--- config.mk ---
export PLATFORM = sky130hd
export DESIGN_NAME = xbar_cfg_top
export DESIGN_NICKNAME = d
export VERILOG_FILES = /design/src/rtl/xbar_cfg_pkg.sv /design/src/rtl/xbar_ctrl_decode.sv /design/src/rtl/xbar_stage_bank.sv /design/src/rtl/xbar_active_bank.sv /design/src/rtl/xbar_switch.sv /design/src/rtl/xbar_cfg_top.sv
export SDC_FILE = /design/constraint.sdc
export NUM_CORES = 1
export LEC_CHECK = 0
export CAP_MARGIN = 20
export CORE_UTILIZATION = 30
export CTS_BUF_LIST = sky130_fd_sc_hd__clkbuf_8
export DETAILED_ROUTE_END_ITERATION = 10
export PLACE_DENSITY_LB_ADDON = 0.25
export SLEW_MARGIN = 20
export SYNTH_ARGS = -nofsm -noshare
export SYNTH_HDL_FRONTEND = slang
export SYNTH_SLANG_ARGS = --single-unit
--- constraint.sdc ---
create_clock -name clk -period 4.15 [get_ports clk]
set_clock_uncertainty 0.2 [all_clocks]
set_input_delay 0.415 -clock clk [delete_from_list [all_inputs] [get_ports clk]]
set_output_delay 0.415 -clock clk [all_outputs]
set_load 0.005 [all_outputs]
--- src/rtl/xbar_cfg_pkg.sv ---
// Shared constants and the configuration word layout for the crosspoint
// configuration register. Assumes the select field is no wider than 6 bits.
package xbar_cfg_pkg;
    parameter int unsigned XB_N_IN   = 33;
    parameter int unsigned XB_N_OUT  = 17;
    parameter int unsigned XB_ADDR_W = 5;
    parameter int unsigned XB_SEL_W  = 6;
    localparam int unsigned XB_WORD_W = XB_SEL_W + 1;

    // Enable in the top bit, input select below it.
    typedef struct packed {
        logic                en;
        logic [XB_SEL_W-1:0] sel;
    } xb_word_t;
endpackage

--- src/rtl/xbar_ctrl_decode.sv ---
// Qualifies the active-low control strobes with chip select and checks the
// output address range. Purely combinational; assumes the strobes are already
// synchronous to the system clock.
module xbar_ctrl_decode #(
    parameter int unsigned N_OUT  = xbar_cfg_pkg::XB_N_OUT,
    parameter int unsigned ADDR_W = xbar_cfg_pkg::XB_ADDR_W
) (
    input  logic              cs_n,
    input  logic              we_n,
    input  logic              upd_n,
    input  logic              rd_n,
    input  logic [ADDR_W-1:0] addr,
    output logic              wr_go,
    output logic              upd_go,
    output logic              rd_go,
    output logic              addr_ok
);
    localparam logic [ADDR_W-1:0] LAST_ROW = ADDR_W'(N_OUT - 1);

    // Gate each request by chip select; a write also needs a valid row.
    always_comb begin
        addr_ok = (addr <= LAST_ROW);
        wr_go   = !cs_n && !we_n && addr_ok;
        upd_go  = !cs_n && !upd_n;
        rd_go   = !cs_n && !rd_n;
    end
endmodule

--- src/rtl/xbar_stage_bank.sv ---
// Staging rank: one configuration word per output, written one row at a time.
// The staging rank is intentionally not reset; software programs every row
// before the first commit.
module xbar_stage_bank
    import xbar_cfg_pkg::*;
#(
    parameter int unsigned N_OUT  = XB_N_OUT,
    parameter int unsigned ADDR_W = XB_ADDR_W
) (
    input  logic                  clk,
    input  logic                  rst_n,
    input  logic                  wr_go,
    input  logic [ADDR_W-1:0]     wr_addr,
    input  xb_word_t              wr_word,
    output xb_word_t [N_OUT-1:0]  stage_q
);
    // Store the write word into the addressed row only.
    always_ff @(posedge clk) begin
        for (int i = 0; i < N_OUT; i++) begin
            if (wr_go && (wr_addr == ADDR_W'(i))) begin
                stage_q[i] <= wr_word;
            end
        end
    end

    for (genvar g = 0; g < N_OUT; g++) begin : g_row_chk
        AST_STAGE_ROW_HOLD: assert property (@(posedge clk) disable iff (!rst_n)
            !(wr_go && (wr_addr == ADDR_W'(g))) |=> (stage_q[g] == $past(stage_q[g])));
    end
endmodule

--- src/rtl/xbar_active_bank.sv ---
// Active rank: takes all staging words together on a commit, loses only its
// enable bits on reset, and serves registered readback of one row.
module xbar_active_bank
    import xbar_cfg_pkg::*;
#(
    parameter int unsigned N_OUT  = XB_N_OUT,
    parameter int unsigned ADDR_W = XB_ADDR_W
) (
    input  logic                  clk,
    input  logic                  rst_n,
    input  logic                  upd_go,
    input  xb_word_t [N_OUT-1:0]  stage_q,
    input  logic                  rd_go,
    input  logic [ADDR_W-1:0]     rd_addr,
    input  logic                  addr_ok,
    output xb_word_t [N_OUT-1:0]  act_q,
    output logic [XB_WORD_W-1:0]  rdata
);
    logic [N_OUT-1:0] en_vec;

    // Commit, reset of the enable bits, and readback capture.
    always_ff @(posedge clk) begin
        if (!rst_n) begin
            for (int i = 0; i < N_OUT; i++) begin
                act_q[i].en <= 1'b0;
            end
            rdata <= '0;
        end else begin
            if (upd_go) begin
                act_q <= stage_q;
            end
            if (rd_go) begin
                rdata <= addr_ok ? act_q[rd_addr] : '0;
            end
        end
    end

    // Gather the enable bits for checking.
    always_comb begin
        for (int i = 0; i < N_OUT; i++) begin
            en_vec[i] = act_q[i].en;
        end
    end

    AST_ACT_HOLD: assert property (@(posedge clk) disable iff (!rst_n)
        !upd_go |=> (act_q == $past(act_q)));
    AST_ACT_COMMIT: assert property (@(posedge clk) disable iff (!rst_n)
        upd_go |=> (act_q == $past(stage_q)));
    AST_RST_DISABLE: assert property (@(posedge clk) disable iff (!rst_n)
        !$past(rst_n) |-> (en_vec == '0));
    AST_RDATA_HOLD: assert property (@(posedge clk) disable iff (!rst_n)
        !rd_go |=> $stable(rdata));
endmodule

--- src/rtl/xbar_switch.sv ---
// Switch matrix model: each output is a multiplexer over all inputs with an
// enable. A select field past the last input leaves the output off.
module xbar_switch
    import xbar_cfg_pkg::*;
#(
    parameter int unsigned N_IN   = XB_N_IN,
    parameter int unsigned N_OUT  = XB_N_OUT,
    parameter int unsigned DATA_W = 1
) (
    input  logic                              clk,
    input  logic                              rst_n,
    input  xb_word_t [N_OUT-1:0]              act_q,
    input  logic [N_IN-1:0][DATA_W-1:0]       sig_in,
    output logic [N_OUT-1:0][DATA_W-1:0]      sig_out,
    output logic [N_OUT-1:0]                  out_en
);
    localparam logic [XB_SEL_W-1:0] LAST_SEL = XB_SEL_W'(N_IN - 1);

    for (genvar g = 0; g < N_OUT; g++) begin : g_out
        // Route the selected input when enabled and in range, else drive zero.
        always_comb begin
            out_en[g]  = act_q[g].en && (act_q[g].sel <= LAST_SEL);
            sig_out[g] = out_en[g] ? sig_in[act_q[g].sel] : '0;
        end

        AST_OFF_QUIET: assert property (@(posedge clk) disable iff (!rst_n)
            !out_en[g] |-> (sig_out[g] == '0));
        AST_EN_NEEDS_BIT: assert property (@(posedge clk) disable iff (!rst_n)
            out_en[g] |-> act_q[g].en);
    end
endmodule

--- src/rtl/xbar_cfg_top.sv ---
// Top of the double-buffered crosspoint configuration register: control
// decode, staging rank, active rank with readback, and the switch model.
// Assumes all control inputs are synchronous to clk.
module xbar_cfg_top
    import xbar_cfg_pkg::*;
#(
    parameter int unsigned N_IN   = XB_N_IN,
    parameter int unsigned N_OUT  = XB_N_OUT,
    parameter int unsigned ADDR_W = XB_ADDR_W,
    parameter int unsigned DATA_W = 1
) (
    input  logic                          clk,
    input  logic                          rst_n,
    input  logic                          cs_n,
    input  logic                          we_n,
    input  logic                          upd_n,
    input  logic                          rd_n,
    input  logic [ADDR_W-1:0]             addr,
    input  logic [XB_WORD_W-1:0]          wdata,
    output logic [XB_WORD_W-1:0]          rdata,
    input  logic [N_IN-1:0][DATA_W-1:0]   sig_in,
    output logic [N_OUT-1:0][DATA_W-1:0]  sig_out,
    output logic [N_OUT-1:0]              out_en
);
    logic                  wr_go;
    logic                  upd_go;
    logic                  rd_go;
    logic                  addr_ok;
    xb_word_t [N_OUT-1:0]  stage_q;
    xb_word_t [N_OUT-1:0]  act_q;

    xbar_ctrl_decode #(.N_OUT(N_OUT), .ADDR_W(ADDR_W)) u_dec (
        .cs_n(cs_n), .we_n(we_n), .upd_n(upd_n), .rd_n(rd_n), .addr(addr),
        .wr_go(wr_go), .upd_go(upd_go), .rd_go(rd_go), .addr_ok(addr_ok)
    );

    xbar_stage_bank #(.N_OUT(N_OUT), .ADDR_W(ADDR_W)) u_stage (
        .clk(clk), .rst_n(rst_n), .wr_go(wr_go), .wr_addr(addr),
        .wr_word(xb_word_t'(wdata)), .stage_q(stage_q)
    );

    xbar_active_bank #(.N_OUT(N_OUT), .ADDR_W(ADDR_W)) u_active (
        .clk(clk), .rst_n(rst_n), .upd_go(upd_go), .stage_q(stage_q),
        .rd_go(rd_go), .rd_addr(addr), .addr_ok(addr_ok),
        .act_q(act_q), .rdata(rdata)
    );

    xbar_switch #(.N_IN(N_IN), .N_OUT(N_OUT), .DATA_W(DATA_W)) u_sw (
        .clk(clk), .rst_n(rst_n), .act_q(act_q), .sig_in(sig_in),
        .sig_out(sig_out), .out_en(out_en)
    );

    AST_CS_KEEPS_STAGE: assert property (@(posedge clk) disable iff (!rst_n)
        cs_n |=> (stage_q == $past(stage_q)));
    AST_CS_KEEPS_ACT: assert property (@(posedge clk) disable iff (!rst_n)
        cs_n |=> (act_q == $past(act_q)));
endmodule

==> flow_metrics.py, run 1 <==
metrics = {
    "outcome": {
        "status": "finished clean",
    },
    "critical_path": {
        "worst-path-buf-inv": 2,
        "slowest_stage": "edfxtp_1",
        "worstSetupPathType": "flip-flop to primary output",
        "max_stage_delay_ps": 740,
        "start_kind": "flip-flop",
        "crit_family": "multiplexers",
        "cp.required_ps": 3530,
        "cp_cell_sequence": "mux4_2 -> mux4_2 -> nor3b_1 -> a2111oi_0 -> buf_4 -> clkdlybuf4s50_1",
        "crit_path_frequent_cell": "mux4_2",
        "crit_path_end_kind": "primary output",
        "cp_max_fo": 10,
        "timing.critical_path.arrival_ps": 3360,
    },
    "synthesis": {
        "synth.ff_latch_count": 245,
        "synth_most_common_cell": "edfxtp_1",
        "synth_area_per_cell_um2": 14.0,
        "yosysUniqueCellTypes": 51,
        "yosys.area.top_type": "edfxtp_1",
        "ys_warn_count": 0,
        "synth_nets": 1061,
        "synthTopCellsByArea": "edfxtp_1, mux4_2, mux2i_1, dfxtp_1, mux2_2",
        "ys.flop_type": "edfxtp_1",
        "postSynthCellCount": 1010,
        "synthArstFlopShare_pct": 0,
        "ys_top_cells_by_count": "edfxtp_1, mux4_2, mux2i_1",
        "syn_area_um2": 14200,
        "synth_edf_count": 221,
        "synth_seq_area_share_pct": 50.2,
        "synth_top_cell_area_share_pct": 46.8,
    },
    "timing": {
        "worst_pin_slew_ps": 1110,
        "slew_headroom_pct": 25.9,
        "max_freq_mhz": 251,
        "fin_ws_ps": 171,
        "hold_violations": 0,
        "min_period_ps": 3980,
        "rsz0062_at_grt": "false",
        "drv_slew": 0,
        "fin_crit_sh_pct": 95.9,
        "finalSetupViolCount": 0,
        "fin_setup_tns_ps": 0,
    },
    "power_and_ir_drop": {
        "p_per_area_nw_per_um2": 335,
        "vdd_drop_max_uv": 246,
        "p_leak_nw": 5.72,
    },
    "global_routing": {
        "overflow": 0,
        "antenna_found_initial": 0,
        "grt_usage_pct": 20.8,
        "grt_pass1_wl_um": 71400,
        "grt_max_degree": 61,
        "grt_pass1_vias": 10130,
    },
    "drt": {
        "via_per_inst": 5.76,
        "finalWirelength_um": 49400,
        "drc": 0,
        "drt-initial-drc-count": 858,
        "dr.pass1.iters": 7,
        "vias": 10238,
        "wire_per_inst_um": 27.8,
        "drtAntennaViolNets": 0,
    },
    "place": {
        "gp_congestion": 0.902,
        "place_worst_setup_slack_ps": 284,
        "dpl.hpwl_um": 33600,
        "io_buffers": 91,
        "place_area_um2": 15900,
        "dp.cells": 1671,
    },
    "cells_and_area": {
        "utilization_pct": 36.6,
        "final_nets": 1186,
        "n_fill_cell": 4439,
        "drive_gt1_share_pct": 28.5,
        "finalNonFillerCells": 1776,
        "diodes": 0,
        "design_area_um2": 17000,
        "synthToLayoutAreaGrowth_pct": 20.1,
    },
    "clock_tree": {
        "cts_tree": "built",
        "path_clk_slew_ps": 70,
        "cts_hold_buf": 0,
        "root_buffer": "clkbuf_8",
        "clock-sinks": 245,
        "numCtsBuffers": 43,
        "cts-htree-levels": 2,
        "cts_buffer_depth": 3,
        "clock_latency_ps": 620,
    },
    "die": {
        "initial_core_util_pct": 30.4,
        "fp.dieW_um": 219,
        "core-area_um2": 46600,
        "die_h_um": 219,
        "dieArea_um2": 48100,
        "row_count": 79,
        "ios": 92,
    },
    "job": {
        "maxCapViolations": 0,
    },
    "hold_path": {
        "hp-class": "flip-flop to flip-flop",
    },
}
-- repair_timing --
item	in CTS	in global routing
setup endpoints to repair	0	5
buffers inserted	0	26
resized for setup	0	1
-- layout by cell type, fill, tap and decap left out, drive strengths merged, types with 23 or more instances in the layout --
master,n
mux2,35
mux4,120
nand3,37
buf,92
mux2i,106
nand2,51
nor2b,29
clkbuf,45
nor2,35
edfxtp,221
dfxtp,24
o21ai,42
a21boi,25
inv,23
clkdlybuf4s50,90
-- area by class of cell --
type	count	area, µm²	area share (%)
clock buffer	45	619	3.64
clock inverter	34	289	1.70
inverter	11	41.3	0.243
multi-input combinational	652	6570	38.6
sequential	245	7120	41.8
tap	607	759	4.46
timing repair buffer	182	1630	9.56
-- metal layers --
layer | up-vias | routed length [µm] | GRT usage (%) | share of wire, %
met3 | 106 | 3050 | 3.77 | 6.2
met4 | 0 | 1750 | 7.94 | 3.6
met1 | 5320 | 20400 | 27.0 | 41
li1 | 4345 | - | - | -
met5 | - | 0 | 0 | 0
met2 | 467 | 24100 | 34.2 | 49
-- power breakdown --
group          total [mW]  switching, mW  internal (mW)
clock                2.37           1.08           1.28
combinational       0.608          0.343          0.265
sequential           2.73         0.0246           2.71
-- path summary, 6_finish.rpt --
kind	startpoint	to	slack, ps	cells past startpoint
worst max-delay path	u_active.act_q[21]$_DFFE_PP_	sig_out[3]	170	6
worst min-delay path	u_stage.stage_q[52]$_DFFE_PP_	u_active.act_q[52]$_DFFE_PP_	210	0
worst max register to register	u_active.act_q[105]$_DFFE_PP_	u_active.rdata[0]$_SDFFE_PN0P_	1850	6
worst min register to register	u_stage.stage_q[52]$_DFFE_PP_	u_active.act_q[52]$_DFFE_PP_	210	0
-- cell families (layout without fill, tap and decap cells) --
family,after synthesis,count (layout),synth area share [%]
AOI/OAI and AO/OA,152,152,7.65
buffers and inverters,113,272,3.44
DFF,245,245,50.2
muxes,261,261,29.4
and+or+nand+nor,239,239,9.27
-- flip-flops by register name, indices dropped and copies added, names as in the netlist --
register	count
u_stage.stage_q	119
u_active.act_q	119
u_active.rdata	7
-- metrics by stage --
stage / hold slack [ps] / power (mW)
finish: 206 / 5.71
global placement: 201 / 3.38
detailed placement: 205 / 3.38
global route: 208 / 5.89
floorplan: 200 / 3.07
CTS: 210 / 5.76
No activity file was read; power rests on OpenSTA's default activity.
==> run 2, diff against run 1 <==
Settings changed: CORE_ASPECT_RATIO from default to 1.75.
==> flow_metrics.py, run 2 (synthesized netlist as in run 1, its figures left out) <==
metrics = {
    "outcome": {
        "status": "finished, violations left",
        "violations": "design-rule violations",
    },
    "drt": {
        "finalWirelength_um": 48000,
        "drtAntennaViolNets": 0,
        "wire_per_inst_um": 27.7,
        "vias": 9983,
        "top_layer_used": "met5",
        "dr.pass1.iters": 8,
        "via_per_inst": 5.77,
        "wl_met2_um": 24600,
        "met3WireLength_um": 2610,
        "drt-initial-drc-count": 837,
        "wl_met1_um": 17800,
        "drc": 16,
    },
    "die": {
        "core-area_um2": 46800,
        "ios": 92,
        "initial_core_util_pct": 30.3,
        "die_h_um": 289,
        "row_count": 105,
        "fp.dieW_um": 166,
        "dieArea_um2": 48100,
    },
    "timing": {
        "slew_headroom_pct": 32.9,
        "worst_pin_slew_ps": 1000,
        "fin_setup_tns_ps": 0,
        "fin_crit_sh_pct": 98.5,
        "drv_slew": 0,
        "max_freq_mhz": 245,
        "fin_ws_ps": 62.3,
        "min_period_ps": 4090,
        "rsz0062_at_grt": "false",
        "holdWs_ps": 211,
        "finalSetupViolCount": 0,
        "hold_violations": 0,
    },
    "cells_and_area": {
        "finalNonFillerCells": 1731,
        "final_nets": 1166,
        "layout_commonest_cell": "edfxtp_1",
        "design_area_um2": 16600,
        "synthToLayoutAreaGrowth_pct": 17.5,
        "n_fill_cell": 4541,
        "largestRegisters": "u_active.act_q x119, u_stage.stage_q x119, u_active.rdata x7",
        "mostFrequentLayoutCells": "edfxtp_1, mux4_2, mux2i_1",
        "drive_gt1_share_pct": 26.1,
    },
    "global_routing": {
        "grt_max_degree": 67,
        "grt_pass1_vias": 9996,
        "overflow": 0,
        "antenna_found_initial": 4,
        "grt_usage_pct": 19.8,
        "grt_pass1_wl_um": 69200,
    },
    "critical_path": {
        "start_kind": "flip-flop",
        "max_stage_delay_ps": 600,
        "crit_path_frequent_cell": "buf_4",
        "cp_cell_sequence": "buf_4 -> mux4_2 -> a22o_1 -> o21ai_0 -> buf_4 -> o32ai_1 -> clkdlybuf4s50_1",
        "cp_max_fo": 7,
        "cp.required_ps": 3530,
        "timing.critical_path.arrival_ps": 3470,
        "worstSetupPathType": "flip-flop to primary output",
        "crit_path_end_kind": "primary output",
        "slowest_stage": "edfxtp_1",
    },
    "power_and_ir_drop": {
        "vdd_drop_max_uv": 198,
        "p_leak_nw": 5.56,
        "p_per_area_nw_per_um2": 301,
    },
    "clock_tree": {
        "cts_tree": "built",
        "path_clk_slew_ps": 70,
        "root_buffer": "clkbuf_8",
        "cts_hold_buf": 0,
        "numCtsBuffers": 31,
        "cts_buffer_depth": 3,
        "clock-sinks": 245,
        "clock_latency_ps": 560,
        "cts-htree-levels": 1,
    },
    "place": {
        "gp_congestion": 0.877,
        "dpl.hpwl_um": 35500,
        "io_buffers": 91,
        "place_worst_setup_slack_ps": 200,
        "dp.cells": 1664,
        "place_area_um2": 16000,
    },
    "job": {
        "maxCapViolations": 0,
    },
    "hold_path": {
        "hp-class": "flip-flop to flip-flop",
    },
}
==> run 2: timing repair <==
item | in CTS | in global routing
gates resized for setup | 1 | 0
endpoints found under the setup margin | 1 | 2
setup buffers | 0 | 6
pin swaps | 0 | 0
==> run 2: path summary, 6_finish.rpt <==
path	start	to	slack, ps	cells after the start
setup / recovery	u_active.act_q[105]$_DFFE_PP_	sig_out[15]	60	7
hold / removal	u_stage.stage_q[82]$_DFFE_PP_	u_active.act_q[82]$_DFFE_PP_	210	0
setup reg to reg	u_active.act_q[56]$_DFFE_PP_	u_active.rdata[0]$_SDFFE_PN0P_	1620	5
hold reg to reg	u_stage.stage_q[82]$_DFFE_PP_	u_active.act_q[82]$_DFFE_PP_	210	0
==> run 2: layout make-up <==
type / instances / area, µm² / share of cell area, %
sequential: 245 / 7120 / 42.8
inverter: 11 / 41.3 / 0.248
antenna: 3 / 7.51 / 0.0451
multi-input combinational: 652 / 6570 / 39.4
tap: 588 / 736 / 4.42
clock inverter: 22 / 115 / 0.691
timing repair buffer: 174 / 1570 / 9.43
clock buffer: 36 / 495 / 2.98
==> run 2: routing by layer <==
layer  vias to the layer above  GRT usage (%)
met5                         -              0
met4                         2           11.6
met3                       127           2.60
met2                       401           35.7
met1                      5154           22.5
li1                       4299              -
==> run 2: through the flow <==
step / utilization (%) / total power [mW]
finish: 35.6 / 5.01
global route: 35.6 / 5.18
CTS: 35.4 / 5.06
detailed placement: 34.1 / 3.37
global placement: 34.1 / 3.37
floorplan: - / 3.07
==> run 2: worst max-delay path: cells and delay by family, from the launching register on <==
kind | cells | cell delay (ps)
AOI/OAI and AO/OA | 3 | 820
buffers and inverters | 3 | 940
muxes | 1 | 500
DFF | 1 | 600
==> run 2: report_power, final <==
part           internal, mW  total (mW)  switching (mW)  leakage [nW]
Sequential             2.71        2.73          0.0278          2.20
Clock                 0.849        1.68           0.832         0.366
Combinational         0.265       0.592           0.328          2.99
